===== src/rtl/rdiv_pkg.sv =====
package rdiv_pkg;

    localparam int unsigned RDIV_NUM_W = 32;
    localparam int unsigned RDIV_DEN_W = 16;

    typedef enum logic [0:0] {
        PH_IDLE = 1'b0,
        PH_RUN  = 1'b1
    } rdiv_phase_e;

    function automatic int unsigned rdiv_cnt_w(input int unsigned steps);
        return $clog2(steps + 1);
    endfunction

endpackage


===== src/rtl/rdiv_trial.sv =====
module rdiv_trial #(
    parameter int unsigned RW = 16
) (
    input  logic [RW-1:0] part_rem,
    input  logic          next_bit,
    input  logic [RW-1:0] den,
    output logic [RW-1:0] new_rem,
    output logic          q_bit
);
    localparam int unsigned SW = RW + 1;

    logic [SW-1:0] shifted;
    logic [SW-1:0] diff;
    logic          neg;

    always_comb begin
        shifted = {part_rem, next_bit};
        diff    = shifted - {1'b0, den};
        neg     = diff[SW-1];
        new_rem = neg ? shifted[RW-1:0] : diff[RW-1:0];
        q_bit   = ~neg;
    end
endmodule


===== src/rtl/rdiv_ctrl.sv =====
module rdiv_ctrl
    import rdiv_pkg::*;
#(
    parameter int unsigned STEPS = 32,
    parameter int unsigned CW    = 6
) (
    input  logic          clk,
    input  logic          rst,
    input  logic          start,
    output logic          load,
    output logic          step,
    output logic          busy,
    output logic          ready,
    output logic [CW-1:0] count
);
    localparam logic [CW-1:0] LAST = CW'(STEPS - 1);

    rdiv_phase_e phase;

    assign busy = (phase == PH_RUN);
    assign load = start && !busy;
    assign step = busy;

    always_ff @(posedge clk) begin
        if (rst) begin
            phase <= PH_IDLE;
            ready <= 1'b0;
            count <= '0;
        end else if (load) begin
            phase <= PH_RUN;
            ready <= 1'b0;
            count <= '0;
        end else if (step) begin
            count <= count + 1'b1;
            if (count == LAST) begin
                phase <= PH_IDLE;
                ready <= 1'b1;
            end
        end
    end
endmodule


===== src/rtl/rdiv_regs.sv =====
module rdiv_regs #(
    parameter int unsigned AW = 32,
    parameter int unsigned RW = 16
) (
    input  logic          clk,
    input  logic          rst,
    input  logic          load,
    input  logic          step,
    input  logic [AW-1:0] a_in,
    input  logic [RW-1:0] b_in,
    input  logic          q_bit,
    input  logic [RW-1:0] new_rem,
    output logic [AW-1:0] num_q,
    output logic [RW-1:0] rem_q,
    output logic [RW-1:0] den_q,
    output logic          top_bit
);
    assign top_bit = num_q[AW-1];

    always_ff @(posedge clk) begin
        if (rst) begin
            num_q <= '0;
            rem_q <= '0;
            den_q <= '0;
        end else if (load) begin
            num_q <= a_in;
            rem_q <= '0;
            den_q <= b_in;
        end else if (step) begin
            num_q <= {num_q[AW-2:0], q_bit};
            rem_q <= new_rem;
        end
    end
endmodule


===== src/rtl/restoring_divider.sv =====
module restoring_divider
    import rdiv_pkg::*;
#(
    parameter int unsigned AW = RDIV_NUM_W,
    parameter int unsigned RW = RDIV_DEN_W,
    parameter int unsigned CW = rdiv_cnt_w(RDIV_NUM_W)
) (
    input  logic          clk,
    input  logic          rst,
    input  logic          start,
    input  logic [AW-1:0] dividend,
    input  logic [RW-1:0] divisor,
    output logic [AW-1:0] quotient,
    output logic [RW-1:0] remainder,
    output logic          busy,
    output logic          ready,
    output logic [CW-1:0] count
);
    logic          load;
    logic          step;
    logic          top_bit;
    logic          q_bit;
    logic [RW-1:0] new_rem;
    logic [RW-1:0] rem_q;
    logic [RW-1:0] den_q;
    logic [AW-1:0] num_q;

    rdiv_ctrl #(.STEPS(AW), .CW(CW)) u_ctrl (
        .clk(clk), .rst(rst), .start(start),
        .load(load), .step(step), .busy(busy), .ready(ready), .count(count)
    );

    rdiv_regs #(.AW(AW), .RW(RW)) u_regs (
        .clk(clk), .rst(rst), .load(load), .step(step),
        .a_in(dividend), .b_in(divisor), .q_bit(q_bit), .new_rem(new_rem),
        .num_q(num_q), .rem_q(rem_q), .den_q(den_q), .top_bit(top_bit)
    );

    rdiv_trial #(.RW(RW)) u_trial (
        .part_rem(rem_q), .next_bit(top_bit), .den(den_q),
        .new_rem(new_rem), .q_bit(q_bit)
    );

    assign quotient  = num_q;
    assign remainder = rem_q;
endmodule


===== config.mk =====
export PLATFORM = sky130hd
export DESIGN_NAME = restoring_divider
export DESIGN_NICKNAME = d
export VERILOG_FILES = /design/src/rtl/rdiv_pkg.sv /design/src/rtl/rdiv_trial.sv /design/src/rtl/rdiv_ctrl.sv /design/src/rtl/rdiv_regs.sv /design/src/rtl/restoring_divider.sv
export SDC_FILE = /design/constraint.sdc
export NUM_CORES = 1
export LEC_CHECK = 0
export BUFFER_PORTS_ARGS = -buffer_cell sky130_fd_sc_hd__buf_2
export CAP_MARGIN = 0
export CORE_MARGIN = 10
export CORE_UTILIZATION = 30
export DETAILED_ROUTE_END_ITERATION = 12
export SYNTH_ARGS = -nofsm -noshare
export SYNTH_HDL_FRONTEND = slang
export SYNTH_SLANG_ARGS = --single-unit

===== constraint.sdc =====
create_clock -name clk -period 3 [get_ports clk]
set_input_delay 0.3 -clock clk [delete_from_list [all_inputs] [get_ports clk]]
set_output_delay 0.3 -clock clk [all_outputs]
set_load 0.005 [all_outputs]

# Yosys cells after proc, flatten, opt, wreduce, memory -nomap -nowiden
# Index checks and enable logic that the tools add are counted.
[word_totals]
register_bits = 72
in_bits = 51
word_cells = 21
[classes]
addsub = 2
n_eq_ne = 1
muxes = 6
bitwise_logic = 1
n_reduce_logical = 5
[ops]
columns = ["operator", "count"]
rows = [
  ["$mux 32", 2],
  ["$sub 17x16->17", 1],
  ["$mux 16", 1],
  ["$add 6x1->6 const B", 1],
  ["$eq 6x5->1 const B", 1],
  ["$mux 1", 3],
  ["$reduce_and 2->1", 1],
  ["$reduce_bool 2->1", 1],
  ["$reduce_or 2->1", 1],
  ["$logic_and 1x1->1", 1],
  ["$logic_not 1->1", 1],
  ["$not 1->1", 1],
]

# Longest topological paths before layout
# Gate-level depths: netlist of run 1.
[logic_depth]
word_depth = 4
depth_mapped = 11
ltp_nobuf = 10

# Modules after synthesis
# A second synthesis of run 1 with hierarchy kept.
[hier_totals]
hier_cells = 411
area_unflattened_um2 = 3996.3
[modules_own_cells]
columns = ["mod", "n_inst", "cells_per_inst", "area_per_inst_um2", "seq_area_each_um2"]
rows = [
  ["rdiv_regs", 1, 248, 2633.8, 1281.2],
  ["rdiv_trial", 1, 128, 1009.7, 0.0],
  ["rdiv_ctrl", 1, 35, 352.8, 160.2],
]

# Least setup slack after synthesis of run 1
# No wires, ideal clock.
[synth_path]
kind = "reg-to-reg"
start = "reg u_regs.num_q[31]"
end = "reg u_regs.rem_q[14]"
setup_time_ps = 74
t_arrival_ps = 2545
t_required_ps = 2926
setup_slack_ps = 381
path_stages_with_launch = 11
n_path_buf = 0
cell_sequence = "dfxtp_1 -> inv_1 -> ha_1 -> fa_1 -> nor2b_1 -> o31ai_2 -> a31oi_1 -> o2111ai_1 -> and2_4 -> or4b_1 -> a31oi_1"
[synth_via]
elab_chain_len = 2
[synth_rtl]
columns = ["item", "line_no", "text"]
rows = [
  ["start, declared", "rdiv_regs.sv:13", "output logic [AW-1:0] num_q,"],
  ["start signal, assigned", "rdiv_regs.sv:26", "num_q <= a_in;"],
  ["start signal, assigned", "rdiv_regs.sv:30", "num_q <= {num_q[AW-2:0], q_bit};"],
  ["$sub 17x16->17", "rdiv_trial.sv:18", "diff = shifted - {1'b0, den};"],
  ["$mux 16", "rdiv_trial.sv:20", "new_rem = neg ? shifted[RW-1:0] : diff[RW-1:0];"],
  ["end signal, assigned", "rdiv_regs.sv:31", "rem_q <= new_rem;"],
  ["end, declared", "rdiv_regs.sv:14", "output logic [RW-1:0] rem_q,"],
]
# Every way passes these cells.
# A chain may end at the register's enable or synchronous reset.

# Worst setup path after layout of run 1
# Ends and elaborated chain as after synthesis.

==> impl_metrics.csv, run 1 <==
group,metric,value,unit
status,outcome,"finished, final reports clean",
routing,final_antenna_net_count,0,
global_route,grt_max_degree,97,
place,gp_congestion,0.9031,
setup_path,critical_path_arrival,3.02,ns
synth,synth-seq-cells,72,
clocking,cts_tree,"done",
setup_path,reg2regPathDepth,10,
synth,synth_seq_area_share,37.28,%
synth,yosys_most_used_dff,"dfxtp_1",
synth,muxShareOfSynthArea,10.10,%
timing,fin_crit,2.756,ns
routing,wl_met1,5117,um
synth,synth_largest_area_cell,"dfxtp_1",
routing,drcViolationCount,0,
synth,syn_area_per_cell,7.923,um2
die,start_util,30.64,%
timing,final_hold_viol_count,0,
setup_path,cp_max_fo,13,
routing,wl_met3,1094,um
routing,totalWireLength,11320,um
die,rows,41,
final_layout,synthToLayoutAreaGrowth,25.18,%
routing,vias_per_cell,4.833,
synth,synth_compound_area_share,17.99,%
synth,yosysWarnings,0,
global_route,grt_pass1_vias,3716,
setup_path,worst_setup_path_end_kind,"flop",
run,maxCapViolations,0,
place,portBuffers,106,
clocking,clk_latency,0.34,ns
synth,synth_top_family_by_area,"simple AND/OR/NAND/NOR gates",
global_route,grt_pass1_wl,18530,um
timing,rsz0062_at_grt,"false",
clocking,cts_buffers,9,
setup_path,regToRegSetupSlack,0.24,ns
synth,synth-xor-area-share,3.851,%
clocking,ctsHoldBuffers,0,
clocking,cts_sinks,72,
synth,synth_fa_ha_area_share,6.019,%
timing,setup_viol,0,
synth,synth-edff-count,0,
final_layout,diodes,0,
setup_path,r2r-start,"u_regs.num_q[31]",
synth,synthArstFlopShare,0,%
synth,synthSimpleGateAreaFrac,19.22,%
timing,tightest_slew,0.8779,ns
setup_path,critical_path_class,"reg -> reg",
final_layout,final_cell_mix,"buf_2 (106), nor2_1 (83), dfxtp_1 (71), a21oi_1 (69), nand2_1 (45)",
synth,syn_area,3866,um2
die,dieArea,17830,um2
die,placeableCoreArea,12620,um2
clocking,clockBufferDepth,2,
clocking,path_clk_slew,0.06,ns
die,ioPinCount,107,
routing,vias,3673,
timing,slew_headroom,41.47,%
synth,synth_cell_types,50,
timing,fin_setup_tns,0,ns
synth,postSynthCellCount,488,
pwr,p_leak,0.002225,uW
timing,fin_crit_sh,91.88,%
clocking,cts_htree_levels,3,
setup_path,cp-start-kind,"flop",
final_layout,drive_gt1_share,22.79,%
timing,slew_viol_final,0,
final_layout,final_util,38.35,%
clocking,post_cts_buffers,0,
global_route,grt_overflow,0,
synth,syn-num-nets,557,
routing,wl_per_cell,14.89,um
global_route,antenna_found_initial,2,
synth,synthTopCellsByArea,"dfxtp_1 (37%), mux2i_1 (10%), a21oi_1 (8.9%)",
final_layout,num-nets-final,652,
setup_path,r2r_end,"u_regs.rem_q[14]",
pwr,powerDensity,612.0,nW/um2
clocking,cts_resized,0,
place,hpwl,8462,um
setup_path,crit_required,3.27,ns
timing,skew,0.009021,ns
routing,dr.first_iter.drc_count,192,
final_layout,final_common_cell,"buf_2",
setup_path,crit_end,"u_regs.rem_q[14]",
pwr,peakVddDrop,0.3772,mV
routing,drt_first_pass_iters,4,
global_route,track_usage,12.84,%
setup_path,critPathLaunch,"u_regs.num_q[31]",
clocking,cts_root_buffer,"clkbuf_16",
die,die_width,133.5,um
routing,wl_met2,4894,um
die,die_h,133.5,um
min_path,hold_class,"in -> reg",
timing,fmax,362.8,MHz
synth,synth_top_area_share,37.28,%
routing,routed.top_layer,"met5",
## cell usage after synthesis, types with 2 or more instances
cell type	number
nand3_1	9
o21ai_0	18
and3_1	3
ha_1	17
o211ai_1	3
inv_1	21
o21a_1	7
o31ai_1	2
nand2_1	45
or4_1	2
or3_1	2
nor2b_1	6
nand4_1	6
o2111ai_1	2
buf_2	2
dfxtp_1	72
nor3_1	4
nand2b_1	2
o311ai_0	2
a31oi_1	2
nor2_1	83
xor2_1	8
a21o_1	4
xnor2_1	9
a21oi_1	69
clkbuf_1	26
mux2i_1	39
## registers in the layout, summed over array words and instances (netlist names)
name          count
u_ctrl.busy       1
u_regs.den_q     16
u_regs.rem_q     16
u_regs.num_q     32
u_ctrl.ready      1
u_ctrl.count      6
## power by group
part,switching (uW),internal (uW),leakage (uW)
clock network,417,644,0.000143
registers,53.1,1020,0.000590
logic,466,363,0.00149
## worst min-delay path by stage
| stage | start | endpoint | slack (ns) | depth (start not counted) |
|---|---|---|---|---|
| after floorplan | divisor[10] | u_regs.den_q[10] | 0.44 | 2 |
| after global placement | u_regs.den_q[5] | u_regs.den_q[5] | 0.44 | 2 |
| after detailed placement | u_regs.den_q[14] | u_regs.den_q[14] | 0.45 | 2 |
| after CTS | divisor[12] | u_regs.den_q[12] | 0.18 | 3 |
| after global routing | divisor[2] | u_regs.den_q[2] | 0.18 | 3 |
| final | divisor[2] | u_regs.den_q[2] | 0.19 | 3 |
## critical path, stage by stage (launching register included)
cell	delay (ns)
dfxtp_1	0.32
inv_1	0.04
ha_1	0.21
fa_1	0.41
nor2b_1	0.21
o31ai_2	0.11
a31oi_1	0.20
o2111ai_1	0.23
and2_4	0.24
or4b_1	0.53
a31oi_1	0.17
## logic make-up (layout without fill, tap and decap cells)
group | count (synthesis) | after routing
adder cells (fa/ha/maj) | 18 | 18
flip-flops | 72 | 72
multiplexers | 39 | 39
AND/OR/NAND/NOR | 170 | 170
buffers and inverters | 53 | 153
XOR/XNOR | 17 | 17
AO/OA/AOI/OAI | 119 | 119
## routing by layer
layer  global-route usage, %  vias up
met3                   6.353       15
met1                   15.37     1654
met4                   5.200        4
met5                       0        -
met2                   19.14      121
li1                        -     1879
## through the flow
step / total power, uW / cell area (um2) / setup WS [ns] / hold WS (ns) / instances
6_report: 2962 / 4840 / 0.2436 / 0.1945 / 760
2_1_floorplan: 1686 / 3866 / 0.3813 / 0.4360 / 488
4_1_cts: 3006 / 4840 / 0.2511 / 0.1799 / 760
3_5_place_dp: 1923 / 4549 / 0.2703 / 0.4474 / 744
3_3_place_gp: 1907 / 4549 / 0.3331 / 0.4446 / 744
5_1_grt: 3153 / 4840 / 0.02877 / 0.1842 / 760
## layout make-up
cell class	instances	area [um2]
clock buffers	11	232.7
flip-flops and latches	72	1443
multi-input cells	363	2211
repair buffers	115	598.1
clock inverters	5	57.56
well taps	172	215.2
fillers	1342	7780
inverters	22	82.58
Power figures use the tool's default switching activity.
==> run 2: changes to the inputs <==
--- a/config.mk
+++ b/config.mk
@@ -7,9 +7,11 @@
 export LEC_CHECK = 0
 export BUFFER_PORTS_ARGS = -buffer_cell sky130_fd_sc_hd__buf_2
 export CAP_MARGIN = 0
+export CORE_ASPECT_RATIO = 1.4
 export CORE_MARGIN = 10
 export CORE_UTILIZATION = 30
 export DETAILED_ROUTE_END_ITERATION = 12
+export RECOVER_POWER = 50
 export SYNTH_ARGS = -nofsm -noshare
 export SYNTH_HDL_FRONTEND = slang
 export SYNTH_SLANG_ARGS = --single-unit
==> impl_metrics.csv, run 2 (synthesis results as in run 1) <==
group,metric,value,unit
final_layout,final_common_cell,"nor2_1",
setup_path,r2r-start,"u_regs.num_q[31]",
place,hpwl,8880,um
clocking,cts_buffers,9,
die,dieArea,17890,um2
final_layout,largestRegisters,"u_regs.num_q: 32 flops, u_regs.den_q: 16 flops, u_regs.rem_q: 16 flops",
setup_path,cpPeakStageDelay,0.54,ns
setup_path,worst_path_most_repeated_cell,"a31oi_1",
timing,final_hold_viol_count,0,
clocking,path_clk_slew,0.07,ns
clocking,clockBufferDepth,2,
timing,setup_viol,0,
timing,fmax,357.3,MHz
setup_path,reg2regPathDepth,10,
global_route,grt_overflow,0,
setup_path,cp-start-kind,"flop",
die,start_util,30.32,%
place,portBuffers,106,
min_path,hold_class,"in -> reg",
global_route,track_usage,13.27,%
clocking,cts_htree_levels,3,
routing,final_antenna_net_count,0,
clocking,cts_tree,"done",
global_route,grt_pass1_vias,3882,
min_path,holdPathStages,3,
timing,slew_headroom,39.02,%
pwr,powerDensity,642.2,nW/um2
die,die_h,154.3,um
clocking,cts_sinks,72,
setup_path,cp_slowest_cell,"or4b_1",
timing,fin_crit,2.799,ns
final_layout,synthToLayoutAreaGrowth,23.24,%
final_layout,diodes,0,
setup_path,crit_required,3.26,ns
routing,drt_first_pass_iters,4,
global_route,antenna_found_initial,1,
final_layout,drive_gt1_share,13.82,%
final_layout,ff_latch_area,1441,um2
final_layout,largest_reg_flops,32,
clocking,ctsHoldBuffers,0,
final_layout,stdcell_count,739,
die,placeableCoreArea,12750,um2
routing,totalWireLength,11630,um
final_layout,n_fill_cell,1360,
clocking,post_cts_buffers,0,
final_layout,num-nets-final,650,
global_route,grt_pass1_wl,19050,um
setup_path,path_delay_family,"simple AND/OR/NAND/NOR gates",
final_layout,multi_input_area,2213,um2
clocking,cts_root_buffer,"clkbuf_16",
die,die_width,115.9,um
pwr,p_leak,0.002012,uW
timing,skew,0.01145,ns
setup_path,crit_path_cell_trace,"inv_1, ha_1, fa_1, nor2b_1, o31ai_2, a31oi_1, o2111ai_1, and2_4, or4b_1, a31oi_1",
routing,vias,3746,
pwr,peakVddDrop,0.2900,mV
routing,wl_per_cell,15.73,um
final_layout,max_flop_register,"u_regs.num_q",
die,rows,49,
final_layout,final_cell_mix,"nor2_1 (83), dfxtp_1 (72), a21oi_1 (69), buf_2 (54), clkbuf_1 (53)",
timing,slew_viol_final,0,
setup_path,worst-path-buf-inv,1,
routing,vias_per_cell,5.069,
setup_path,r2r_end,"u_regs.rem_q[14]",
setup_path,critical_path_arrival,3.06,ns
place,gp_congestion,0.9212,
timing,tightest_slew,0.9147,ns
place,place_inst,723,
timing,fin_setup_tns,0,ns
timing,fin_crit_sh,93.29,%
clocking,cts_resized,0,
run,maxCapViolations,0,
setup_path,worst_setup_path_end_kind,"flop",
routing,dr.first_iter.drc_count,143,
min_path,holdPathEnd,"u_regs.den_q[11]",
setup_path,cp_max_fo,13,
setup_path,critical_path_class,"reg -> reg",
routing,drcViolationCount,0,
min_path,hold_start,"divisor[11]",
clocking,clk_latency,0.34,ns
setup_path,regToRegSetupSlack,0.20,ns
status,outcome,"finished, final reports clean",
die,ioPinCount,107,
global_route,grt_max_degree,96,
timing,rsz0062_at_grt,"false",
-- run 2: changes by cell type in the layout (fill, tap and decap cells not counted) --
cell and change:
buf_2 -52, buf_4 -3, bufinv_16 +1, clkbuf_1 +51
clkbuf_8 +1, clkinv_2 +1, clkinv_4 -2, clkinvlp_4 +1
dfxtp_1 +1, dfxtp_2 -1, nand2_1 -1, nand2_2 +1
-- run 2: final cells by class --
| cell class | count | share of cell area [%] |
|---|---|---|
| Multi-Input combinational cell | 363 | 46.45 |
| Sequential cell | 72 | 30.25 |
| Timing Repair Buffer | 113 | 10.79 |
| Clock buffer | 10 | 5.016 |
| Tap cell | 153 | 4.018 |
| Clock inverter | 6 | 1.733 |
| Inverter | 22 | 1.733 |
-- run 2: per-layer routing --
metal | vias up | routed length (um) | GRT usage, %
li1 | 1869 | - | -
met1 | 1743 | 4432 | 13.88
met2 | 114 | 6086 | 23.17
met3 | 20 | 778 | 4.375
met4 | 0 | 328 | 6.276
met5 | - | 0 | 0
-- run 2: how the worst max path moves through the flow --
stage,start,end,slack [ns],cells past startpoint
2_1_floorplan,u_regs.num_q[31],u_regs.rem_q[14],0.38,10
3_3_place_gp,u_regs.num_q[31],u_regs.rem_q[13],0.32,10
3_5_place_dp,u_regs.num_q[31],u_regs.rem_q[13],0.25,10
4_1_cts,u_regs.num_q[31],u_regs.rem_q[14],0.23,10
5_1_grt,u_regs.num_q[31],u_regs.rem_q[14],0.01,10
6_report,u_regs.num_q[31],u_regs.rem_q[14],0.20,10
-- run 2: per-stage QoR --
| stage | hold WS (ns) | power [uW] | instance area [um2] | worst slack, ns | util, % |
|---|---|---|---|---|---|
| final | 0.2040 | 3060 | 4765 | 0.2014 | 37.36 |
| after CTS | 0.1928 | 3104 | 4832 | 0.2294 | 37.89 |
| after global routing | 0.2036 | 3245 | 4765 | 0.009725 | 37.36 |
| after floorplan | 0.4360 | 1686 | 3866 | 0.3813 | - |
| after global placement | 0.4441 | 1901 | 4511 | 0.3220 | 35.37 |
| after detailed placement | 0.4480 | 1926 | 4511 | 0.2480 | 35.37 |
-- run 2: power breakdown --
group	leakage, uW	switching [uW]	internal, uW
registers	0.000589	52.1	1020
logic	0.00126	483	342
clock network	0.000158	418	746
-- run 2: tightest hold or removal path, delay by kind of cell --
family	cells	cell delay, ns
buffers and inverters	1	0.09
AND/OR/NAND/NOR	1	0.05
AO/OA/AOI/OAI	1	0.05
